$ cat config.mk
export PLATFORM = sky130hd
export DESIGN_NAME = stream_wr_rx
export DESIGN_NICKNAME = d
export VERILOG_FILES = /design/src/rtl/stream_wr_pkg.sv /design/src/rtl/swr_addr_check.sv /design/src/rtl/swr_ctrl.sv /design/src/rtl/swr_wr_port.sv /design/src/rtl/stream_wr_rx.sv
export SDC_FILE = /design/constraint.sdc
export NUM_CORES = 1
export LEC_CHECK = 0
export ABC_AREA = 1
export CAP_MARGIN = 25
export CORE_ASPECT_RATIO = 0.9
export CORE_MARGIN = 2
export CORE_UTILIZATION = 55
export DETAILED_ROUTE_END_ITERATION = 6
export DONT_BUFFER_PORTS = 1
export GPL_TIMING_DRIVEN = 1
export HOLD_SLACK_MARGIN = 0.1
export PLACE_DENSITY = 0.83
export SLEW_MARGIN = 20
export SYNTH_ARGS = -nofsm -noshare
export SYNTH_HDL_FRONTEND = slang
export SYNTH_SLANG_ARGS = --single-unit
$ cat constraint.sdc
create_clock -name clk -period 1.8 [get_ports clk]
set_input_delay 0.18 -clock clk [delete_from_list [all_inputs] [get_ports clk]]
set_output_delay 0.18 -clock clk [all_outputs]
set_load 0.01 [all_outputs]
$ cat src/rtl/stream_wr_pkg.sv
// Shared types for the stream write receiver.
// Assumes: the state encoding is visible at the top-level port state_o.
package stream_wr_pkg;
    typedef enum logic [1:0] {
        ST_IDLE    = 2'd0,
        ST_RECV    = 2'd1,
        ST_DISCARD = 2'd2
    } swr_state_e;

    typedef struct packed {
        logic addr_err;
        logic wp_viol;
        logic overrun;
    } swr_status_t;
endpackage

$ cat src/rtl/swr_addr_check.sv
// Combinational address qualifiers: block alignment of the start and stop
// addresses, the end-of-memory test and the write-protect window hit.
// Assumes: cur_addr never exceeds mem_size (it only grows on accepted writes).
module swr_addr_check #(
    parameter int ADDR_W = 10,
    parameter int BLK_W  = 4
) (
    input  logic [ADDR_W-1:0] start_addr,
    input  logic [ADDR_W:0]   cur_addr,
    input  logic [ADDR_W:0]   mem_size,
    input  logic              wp_en,
    input  logic [ADDR_W-1:0] wp_lo,
    input  logic [ADDR_W-1:0] wp_hi,
    input  logic              partial_ok,
    output logic              start_mis,
    output logic              stop_mis,
    output logic              past_end,
    output logic              in_wp
);
    generate
        if (BLK_W == 0) begin : g_byte_blk
            // Alignment check: single-byte blocks are always aligned.
            always_comb begin
                start_mis = 1'b0;
                stop_mis  = 1'b0;
            end
        end else begin : g_multi_blk
            // Alignment check: low address bits must be zero unless partial writes are allowed.
            always_comb begin
                start_mis = !partial_ok && (start_addr[BLK_W-1:0] != '0);
                stop_mis  = !partial_ok && (cur_addr[BLK_W-1:0] != '0);
            end
        end
    endgenerate

    // Range and protection tests on the current write address.
    always_comb begin
        past_end = (cur_addr >= mem_size);
        in_wp    = wp_en && (cur_addr[ADDR_W-1:0] >= wp_lo) && (cur_addr[ADDR_W-1:0] <= wp_hi);
    end
endmodule

$ cat src/rtl/swr_ctrl.sv
// Stream receive controller: idle/receiving/discarding state, running write
// address, accumulated error flags and the stop reply.
// Assumes: address qualifiers come combinationally from swr_addr_check.
module swr_ctrl
    import stream_wr_pkg::*;
#(
    parameter int ADDR_W = 10
) (
    input  logic              clk,
    input  logic              rst_n,
    input  logic              cmd_start,
    input  logic [ADDR_W-1:0] cmd_addr,
    input  logic              byte_valid,
    input  logic              stop_req,
    input  logic              prog_busy,
    input  logic              start_mis,
    input  logic              stop_mis,
    input  logic              past_end,
    input  logic              in_wp,
    output logic [ADDR_W:0]   cur_addr,
    output logic              accept,
    output swr_state_e        state,
    output swr_status_t       status,
    output logic              rsp_valid,
    output swr_status_t       rsp_status
);
    swr_state_e  state_d;
    swr_status_t stat_d;
    logic [ADDR_W:0] addr_d;
    logic        rsp_d;

    // Next-state, next-address and error-flag decision.
    always_comb begin
        state_d = state;
        stat_d  = status;
        addr_d  = cur_addr;
        accept  = 1'b0;
        rsp_d   = 1'b0;
        unique case (state)
            ST_IDLE: begin
                if (cmd_start) begin
                    addr_d = {1'b0, cmd_addr};
                    stat_d = '0;
                    if (start_mis) begin
                        stat_d.addr_err = 1'b1;
                        state_d = ST_DISCARD;
                    end else begin
                        state_d = ST_RECV;
                    end
                end
            end
            ST_RECV: begin
                if (stop_req) begin
                    if (stop_mis) stat_d.addr_err = 1'b1;
                    rsp_d   = 1'b1;
                    state_d = ST_IDLE;
                end else if (byte_valid) begin
                    if (prog_busy) begin
                        stat_d.overrun = 1'b1;
                        state_d = ST_DISCARD;
                    end else if (past_end) begin
                        accept = 1'b0;
                    end else if (in_wp) begin
                        stat_d.wp_viol = 1'b1;
                        state_d = ST_DISCARD;
                    end else begin
                        accept = 1'b1;
                        addr_d = cur_addr + 1'b1;
                    end
                end
            end
            ST_DISCARD: begin
                if (stop_req) begin
                    rsp_d   = 1'b1;
                    state_d = ST_IDLE;
                end
            end
            default: state_d = ST_IDLE;
        endcase
    end

    // State, address and flag registers.
    always_ff @(posedge clk) begin
        if (!rst_n) begin
            state    <= ST_IDLE;
            status   <= '0;
            cur_addr <= '0;
        end else begin
            state    <= state_d;
            status   <= stat_d;
            cur_addr <= addr_d;
        end
    end

    // Stop reply register: one-cycle pulse carrying the final flags.
    always_ff @(posedge clk) begin
        if (!rst_n) begin
            rsp_valid  <= 1'b0;
            rsp_status <= '0;
        end else begin
            rsp_valid <= rsp_d;
            if (rsp_d) rsp_status <= stat_d;
        end
    end
endmodule

$ cat src/rtl/swr_wr_port.sv
// Memory write port: registers each accepted byte with its address.
// Assumes: accept is a single-cycle qualifier from the controller.
module swr_wr_port #(
    parameter int ADDR_W = 10
) (
    input  logic              clk,
    input  logic              rst_n,
    input  logic              accept,
    input  logic [ADDR_W-1:0] addr_in,
    input  logic [7:0]        data_in,
    output logic              mem_we,
    output logic [ADDR_W-1:0] mem_addr,
    output logic [7:0]        mem_wdata
);
    // Output register for the memory write.
    always_ff @(posedge clk) begin
        if (!rst_n) begin
            mem_we    <= 1'b0;
            mem_addr  <= '0;
            mem_wdata <= '0;
        end else begin
            mem_we <= accept;
            if (accept) begin
                mem_addr  <= addr_in;
                mem_wdata <= data_in;
            end
        end
    end
endmodule

$ cat src/rtl/stream_wr_rx.sv
// Top of the stream write receiver. Accepts an open-ended byte stream after a
// start command and writes it to memory until a stop command.
// Assumes: strobes are single-cycle and synchronous to clk; mem_size <= 2**ADDR_W.
module stream_wr_rx
    import stream_wr_pkg::*;
#(
    parameter int ADDR_W = 10,
    parameter int BLK_W  = 4
) (
    input  logic              clk,
    input  logic              rst_n,
    input  logic              cmd_start,
    input  logic [ADDR_W-1:0] cmd_addr,
    input  logic              byte_valid,
    input  logic [7:0]        byte_data,
    input  logic              stop_req,
    input  logic              partial_ok,
    input  logic              wp_en,
    input  logic [ADDR_W-1:0] wp_lo,
    input  logic [ADDR_W-1:0] wp_hi,
    input  logic [ADDR_W:0]   mem_size,
    input  logic              prog_busy,
    output logic              mem_we,
    output logic [ADDR_W-1:0] mem_addr,
    output logic [7:0]        mem_wdata,
    output logic [2:0]        status_o,
    output logic              rsp_valid,
    output logic [2:0]        rsp_status,
    output logic [1:0]        state_o
);
    logic [ADDR_W:0] cur_addr;
    logic start_mis, stop_mis, past_end, in_wp, accept;
    swr_state_e  state;
    swr_status_t status, rsp_stat;

    swr_addr_check #(.ADDR_W(ADDR_W), .BLK_W(BLK_W)) chk_u (
        .start_addr(cmd_addr), .cur_addr(cur_addr), .mem_size(mem_size),
        .wp_en(wp_en), .wp_lo(wp_lo), .wp_hi(wp_hi), .partial_ok(partial_ok),
        .start_mis(start_mis), .stop_mis(stop_mis), .past_end(past_end), .in_wp(in_wp)
    );

    swr_ctrl #(.ADDR_W(ADDR_W)) ctrl_u (
        .clk(clk), .rst_n(rst_n), .cmd_start(cmd_start), .cmd_addr(cmd_addr),
        .byte_valid(byte_valid), .stop_req(stop_req), .prog_busy(prog_busy),
        .start_mis(start_mis), .stop_mis(stop_mis), .past_end(past_end), .in_wp(in_wp),
        .cur_addr(cur_addr), .accept(accept), .state(state), .status(status),
        .rsp_valid(rsp_valid), .rsp_status(rsp_stat)
    );

    swr_wr_port #(.ADDR_W(ADDR_W)) port_u (
        .clk(clk), .rst_n(rst_n), .accept(accept), .addr_in(cur_addr[ADDR_W-1:0]),
        .data_in(byte_data), .mem_we(mem_we), .mem_addr(mem_addr), .mem_wdata(mem_wdata)
    );

    // Flatten internal types onto plain output ports.
    always_comb begin
        state_o    = state;
        status_o   = status;
        rsp_status = rsp_stat;
    end
endmodule

Word-level counts from Yosys, hierarchy flattened

Index checks and enable logic that the tools add are counted.

RAM bits: 0
Register bits: 39
Memories: 0
Bits in latches: 0
Memory bits (read-only): 0

Divide/modulo/power cells: 0
$mul: 0
Eq/ne operators: 12
Order comparisons: 3
Mux-type cells: 35
Shift-type cells: 0
Add/sub/neg operators: 1
Reduce and logical (&&, ||, !) cells: 12
Bitwise gates (word level): 0

Operator list:

| operator                                       | number |
|---|---|
| 2-to-1 mux 11 bit                              | 6 |
| one-hot mux 11 bit (2 select lines)            | 1 |
| 2-to-1 mux 2 bit                               | 10 |
| 2-to-1 mux 1 bit                               | 15 |
| inequality test 2 bit (second input constant)  | 7 |
| adder 11 x 1 -> 11 bit (second input constant) | 1 |
| >= comparator 11 bit                           | 1 |
| >= comparator 10 bit                           | 1 |
| less-or-equal comparator 10 bit                | 1 |
| inequality test 4 bit (second input constant)  | 2 |
| nonzero test 4 bit                             | 2 |
| AND reduction 7 bit                            | 1 |
| one-hot mux 2 bit (3 select lines)             | 1 |
| one-hot mux 3 bit (2 select lines)             | 1 |
| AND reduction 5 bit                            | 1 |
| logical AND 1 bit                              | 4 |
| 2-to-1 mux 3 bit                               | 1 |
| inequality test 3 bit (second input constant)  | 1 |
| == test 2 x 1 -> 1 bit (second input constant) | 1 |
| == test 2 bit (second input constant)          | 1 |
| logical NOT 2 bit                              | 1 |
| nonzero test 2 bit                             | 1 |
| OR reduction 2 bit                             | 1 |
| logical NOT 1 bit                              | 1 |

Longest topological paths before layout

Word-level depth: 9
Mapped depth: 16
Depth with buffers taken out: 15

Hierarchy

From an unflattened synthesis, not the netlist that was laid out.

Cells, all modules: 459
Area total of the unflattened synthesis: 2907.8 µm²

By module, submodules not included:

| module         | sequential area each (µm²) | times used | cells an instance | area each (µm²) |
|---|---|---|---|---|
| swr_ctrl       | 400.4                      | 1          | 194               | 1223.7 |
| swr_addr_check | 0.0                        | 1          | 148               | 884.6 |
| swr_wr_port    | 380.4                      | 1          | 117               | 799.5 |

Least setup slack after synthesis

OpenSTA, ideal clock, no wires.

Path type: reg-to-reg
Start point: register ctrl_u.cur_addr[8]
End point: register port_u.mem_wdata[0]
Arrival: 1717 ps
Period minus slack after synthesis: 1833 ps
Setup slack: -33 ps
Stages on the path, launching flop included: 14
Buffers on the path: 2
Data required time: 1684 ps
Cells stage by stage: dfxtp_1 -> ha_1 -> nand2_2 -> inv_1 -> a21oi_1 -> nand3_1 -> nand2_1 -> nand3_2 -> nand2_2 -> buf_6 -> clkinv_4 -> buf_6 -> nor2_1 -> nor2_1

Word-level cells in the longest chain between the ends: 9
Elaborated cells on any way between the ends: 11

RTL lines:

| what                           | RTL line             | RTL |
|---|---|---|
| start: declaration             | swr_ctrl.sv:20       | `output logic [ADDR_W:0] cur_addr,` |
| start signal: assignment       | swr_ctrl.sv:91       | `cur_addr <= addr_d;` |
| >= comparator 10 bit           | swr_addr_check.sv:39 | `in_wp = wp_en && (cur_addr[ADDR_W-1:0] >= wp_lo) && (cur_addr[ADDR_W-1:0] <= wp_hi);` |
| logical AND 1 bit (2 in a row) | swr_addr_check.sv:39 |  |
| 2-to-1 mux 1 bit               | swr_ctrl.sv:63       | `end else if (in_wp) begin` |
| 2-to-1 mux 1 bit (*)           | swr_ctrl.sv:61       | `end else if (past_end) begin` |
| 2-to-1 mux 1 bit (*)           | swr_ctrl.sv:58       | `if (prog_busy) begin` |
| 2-to-1 mux 1 bit (*)           | swr_ctrl.sv:57       | `end else if (byte_valid) begin` |
| 2-to-1 mux 1 bit (*)           | swr_ctrl.sv:53       | `if (stop_req) begin` |
| 2-to-1 mux 1 bit (*)           | swr_ctrl.sv:39       | `unique case (state)` |
| end signal: assignment         | swr_wr_port.sv:25    | `mem_wdata <= data_in;` |
| end: declaration               | swr_wr_port.sv:13    | `output logic [7:0] mem_wdata` |

Every way passes the cells marked *; elsewhere a longest branch is shown, timed or not.
A chain may end at the register's enable or synchronous reset.

Worst setup path after layout

Start point: register ctrl_u.cur_addr[4]
End point: register ctrl_u.cur_addr[7]

Word-level cells in the longest chain between the ends: 7
Elaborated cells on any way between the ends: 15

RTL lines:

| what                                | RTL line       | RTL |
|---|---|---|
| adder 11 x 1 -> 11 bit              | swr_ctrl.sv:68 | `addr_d = cur_addr + 1'b1;` |
| 2-to-1 mux 11 bit                   | swr_ctrl.sv:63 |  |
| 2-to-1 mux 11 bit                   | swr_ctrl.sv:61 |  |
| 2-to-1 mux 11 bit                   | swr_ctrl.sv:58 |  |
| 2-to-1 mux 11 bit                   | swr_ctrl.sv:57 |  |
| 2-to-1 mux 11 bit                   | swr_ctrl.sv:53 |  |
| one-hot mux 11 bit (2 select lines) | swr_ctrl.sv:39 |  |

Parallel ways exist; a longest one is shown, timed or not. The select of a mux whose other input is x is not followed.

==> results.sh <==
export IMPL_status="finished, violations left"
export IMPL_core_um2=4890
export IMPL_end_kind="flip-flop"
export IMPL_violations="negative hold slack, negative setup slack"
export IMPL_syn_area_per_cell_um2=6.68
export IMPL_antenna_left=0
export IMPL_first_pass_iters=7
export IMPL_synth_area_um2=2830
export IMPL_io_buffers=0
export IMPL_synthTopCellsByCount="nand2_1 (83), nor2_1 (73), inv_1 (72), dfxtp_1 (39), ha_1 (36)"
export IMPL_path_clk_slew_ns=0.08
export IMPL_power_switching_mw=2.02
export IMPL_sequentialPowerShare=0.282
export IMPL_vias=3070
export IMPL_grt_pass1_vias=2969
export IMPL_period_share=1.13
export IMPL_synth_nets=517
export IMPL_totalWireLength_um=9640
export IMPL_clock_fmax_mhz=493
export IMPL_required_ns=2.02
export IMPL_rsz0062_at_grt="yes"
export IMPL_synthFlopType="dfxtp_1"
export IMPL_power_leakage_nw=1.84
export IMPL_yosysMostFrequentCell="nand2_1"
export IMPL_gp_congestion=0.862
export IMPL_dp_hpwl_um=5710
export IMPL_remaining_drc_errors=0
export IMPL_reg2reg_from="ctrl_u.cur_addr[4]"
export IMPL_timing_hold_ws_ns=-0.0107
export IMPL_start_util=0.579
export IMPL_synth_top_cell_by_area="dfxtp_1"
export IMPL_setup_viol=34
export IMPL_num_rows=24
export IMPL_clockRootBuffer="clkbuf_8"
export IMPL_finalHoldViolations=8
export IMPL_peakVddDrop_mv=0.945
export IMPL_die_area_um2=5740
export IMPL_ioPinCount=85
export IMPL_worstSetupStartpointType="flip-flop"
export IMPL_grt_usage=0.298
export IMPL_hp_class="input pin to flip-flop"
export IMPL_synth_edff_count=0
export IMPL_viasPerCell=5.85
export IMPL_cap_violations=0
export IMPL_worstMarginPinSlew_ns=0.484
export IMPL_nets=552
export IMPL_p_int_mw=2.62
export IMPL_clockBufferDepth=2
export IMPL_tritoncts_num_buffers=5
export IMPL_grt_max_degree=28
export IMPL_gr_total_overflow=0
export IMPL_wl_per_cell_um=18.4
export IMPL_die_h_um=72.1
export IMPL_crit_arrival_ns=2.25
export IMPL_final_core_util=0.801
export IMPL_power_frac_clock=0.159
export IMPL_htreeDepth=2
export IMPL_worst_setup_path_type="flip-flop to flip-flop"
export IMPL_grt_pass1_wl_um=13400
export IMPL_tritoncts="done"
export IMPL_area_growth_pct=38.4
export IMPL_worstSkewPairLatency_ns=0.30
export IMPL_async_flop_share=0
export IMPL_p_sw_frac=0.436
export IMPL_synth_top_area_share=0.275
export IMPL_drv_slew=0
export IMPL_final_area_um2=3920
export IMPL_combPwrFrac=0.559
export IMPL_totalPowerFinal_mw=4.64
export IMPL_startpoint="ctrl_u.cur_addr[4]"
export IMPL_drt_iter0_drc=274
export IMPL_yosysUniqueCellTypes=32
export IMPL_cts_sinks=39
export IMPL_p_per_area_nw_per_um2=1180
export IMPL_hp_start="rst_n"
export IMPL_yosysSeqAreaShare=0.275
export IMPL_fin_crit_ns=2.03
export IMPL_synth_seq_cells=39
export IMPL_die_w_um=79.7
export IMPL_synth_cells=424
export IMPL_cts_hold_buffers_added=1
export IMPL_fin_skew_ns=0.00851
export IMPL_fin_ws_ns=-0.230
export IMPL_yosys_warnings=0
export IMPL_antenna_found_initial=0
export IMPL_diodes=0
export IMPL_layout_drive_gt1_share=0.346
export IMPL_relSlewSlack=0.677
export IMPL_yosys_top_cells_area="dfxtp_1 (28%), ha_1 (16%), nand2_1 (11%)"
export IMPL_place_area_um2=3090
export IMPL_critPathMaxFanout=7
[critical path, stage by stage (launching register included)]
cell	delay (ns)
dfxtp_4	0.39
ha_1	0.28
nand2_1	0.12
inv_1	0.06
nand2_1	0.07
nand2_1	0.04
nand2_1	0.07
nand3_2	0.12
nand3_4	0.14
nand2_4	0.07
o21bai_4	0.21
clkbuf_16	0.19
nand2_2	0.06
a21oi_2	0.15
[cell type report]
cell class | instances | area (um^2)
Multi-Input combinational cell | 300 | 2240
Fill cell | 289 | 973
Sequential cell | 39 | 811
Timing Repair Buffer | 36 | 338
Inverter | 74 | 290
Tap cell | 65 | 81.3
Clock buffer | 5 | 68.8
Timing Repair inverter | 3 | 48.8
Clock inverter | 3 | 43.8
[routing by layer]
metal,vias to the layer above,global-route usage,share of wire
li1,1410,-,-
met1,1408,0.347,0.37
met2,198,0.519,0.49
met3,54,0.0734,0.084
met4,0,0.132,0.051
met5,-,0,0
[power groups by stage]
stage	logic, mW	clock network, mW	registers [mW]
floorplan	1.17	0	1.25
CTS	2.19	0.738	1.29
global route	2.79	0.791	1.33
global placement	1.76	0	1.23
detailed placement	1.84	0	1.24
finish	2.59	0.738	1.31
[layout by cell type, fill, tap and decap left out, types with 4 or more instances in the layout]
| master | Yosys | routed |
|---|---|---|
| nor2_2 | 1 | 13 |
| o21ai_1 | 0 | 4 |
| nor2_4 | 1 | 5 |
| xor2_1 | 5 | 5 |
| a21oi_2 | 1 | 8 |
| nand2_4 | 0 | 9 |
| a21oi_1 | 17 | 10 |
| buf_4 | 0 | 26 |
| o21ai_0 | 27 | 8 |
| o211ai_1 | 4 | 4 |
| dfxtp_4 | 0 | 7 |
| clkinv_8 | 0 | 4 |
| ha_1 | 36 | 15 |
| nand2_1 | 83 | 64 |
| nand3_1 | 25 | 20 |
| dfxtp_1 | 39 | 29 |
| nor2_1 | 73 | 57 |
| inv_1 | 72 | 67 |
| ha_4 | 0 | 20 |
| nand2_2 | 5 | 15 |
| nand3_2 | 1 | 4 |
| o21ai_2 | 0 | 15 |
| buf_6 | 3 | 6 |
| inv_2 | 1 | 6 |
| clkbuf_8 | 0 | 5 |
[cell families (layout without fill, tap and decap cells)]
kind of cell	Yosys count	after routing	synth area share
and+or+nand+nor	201	201	0.304
adders and majority gates	36	36	0.159
DFF	39	39	0.275
AOI/OAI and AO/OA	55	55	0.113
muxes	3	3	0.0106
buffers and inverters	85	121	0.123
xor gates and xnor gates	5	5	0.0155
[flip-flops by register name, indices dropped and copies added, names as in the netlist]
signal             cells
ctrl_u.cur_addr       11
ctrl_u.rsp_status      3
ctrl_u.rsp_valid       1
ctrl_u.state           2
ctrl_u.status          3
port_u.mem_addr       10
port_u.mem_wdata       8
port_u.mem_we          1
[repair_timing]
action / in CTS / in global routing
pin swaps: 15 / 36
setup endpoints to repair: 33 / 36
cloned: 4 / 2
hold endpoints to repair: 27 / 26
resized for setup: 81 / 73
buffers inserted: 0 / 2
[final timing paths]
kind | to | slack (ns) | depth (start not counted)
setup reg to reg | ctrl_u.cur_addr[7] | -0.23 | 13
hold / removal | port_u.mem_wdata[1] | -0.01 | 2
hold reg to reg | port_u.mem_wdata[7] | 0.53 | 2
setup / recovery | ctrl_u.cur_addr[7] | -0.23 | 13
[stage by stage]
step	hold slack (ns)	setup TNS (ns)	cells	worst slack, ns
floorplan	0.317	0	424	0.00590
global placement	0.301	-2.44	508	-0.205
detailed placement	0.301	-4.03	508	-0.236
CTS	-0.0141	-1.80	521	-0.101
global route	-0.0216	-7.03	525	-0.296
finish	-0.0107	-4.60	525	-0.230
(Power assumes the default switching activity.)
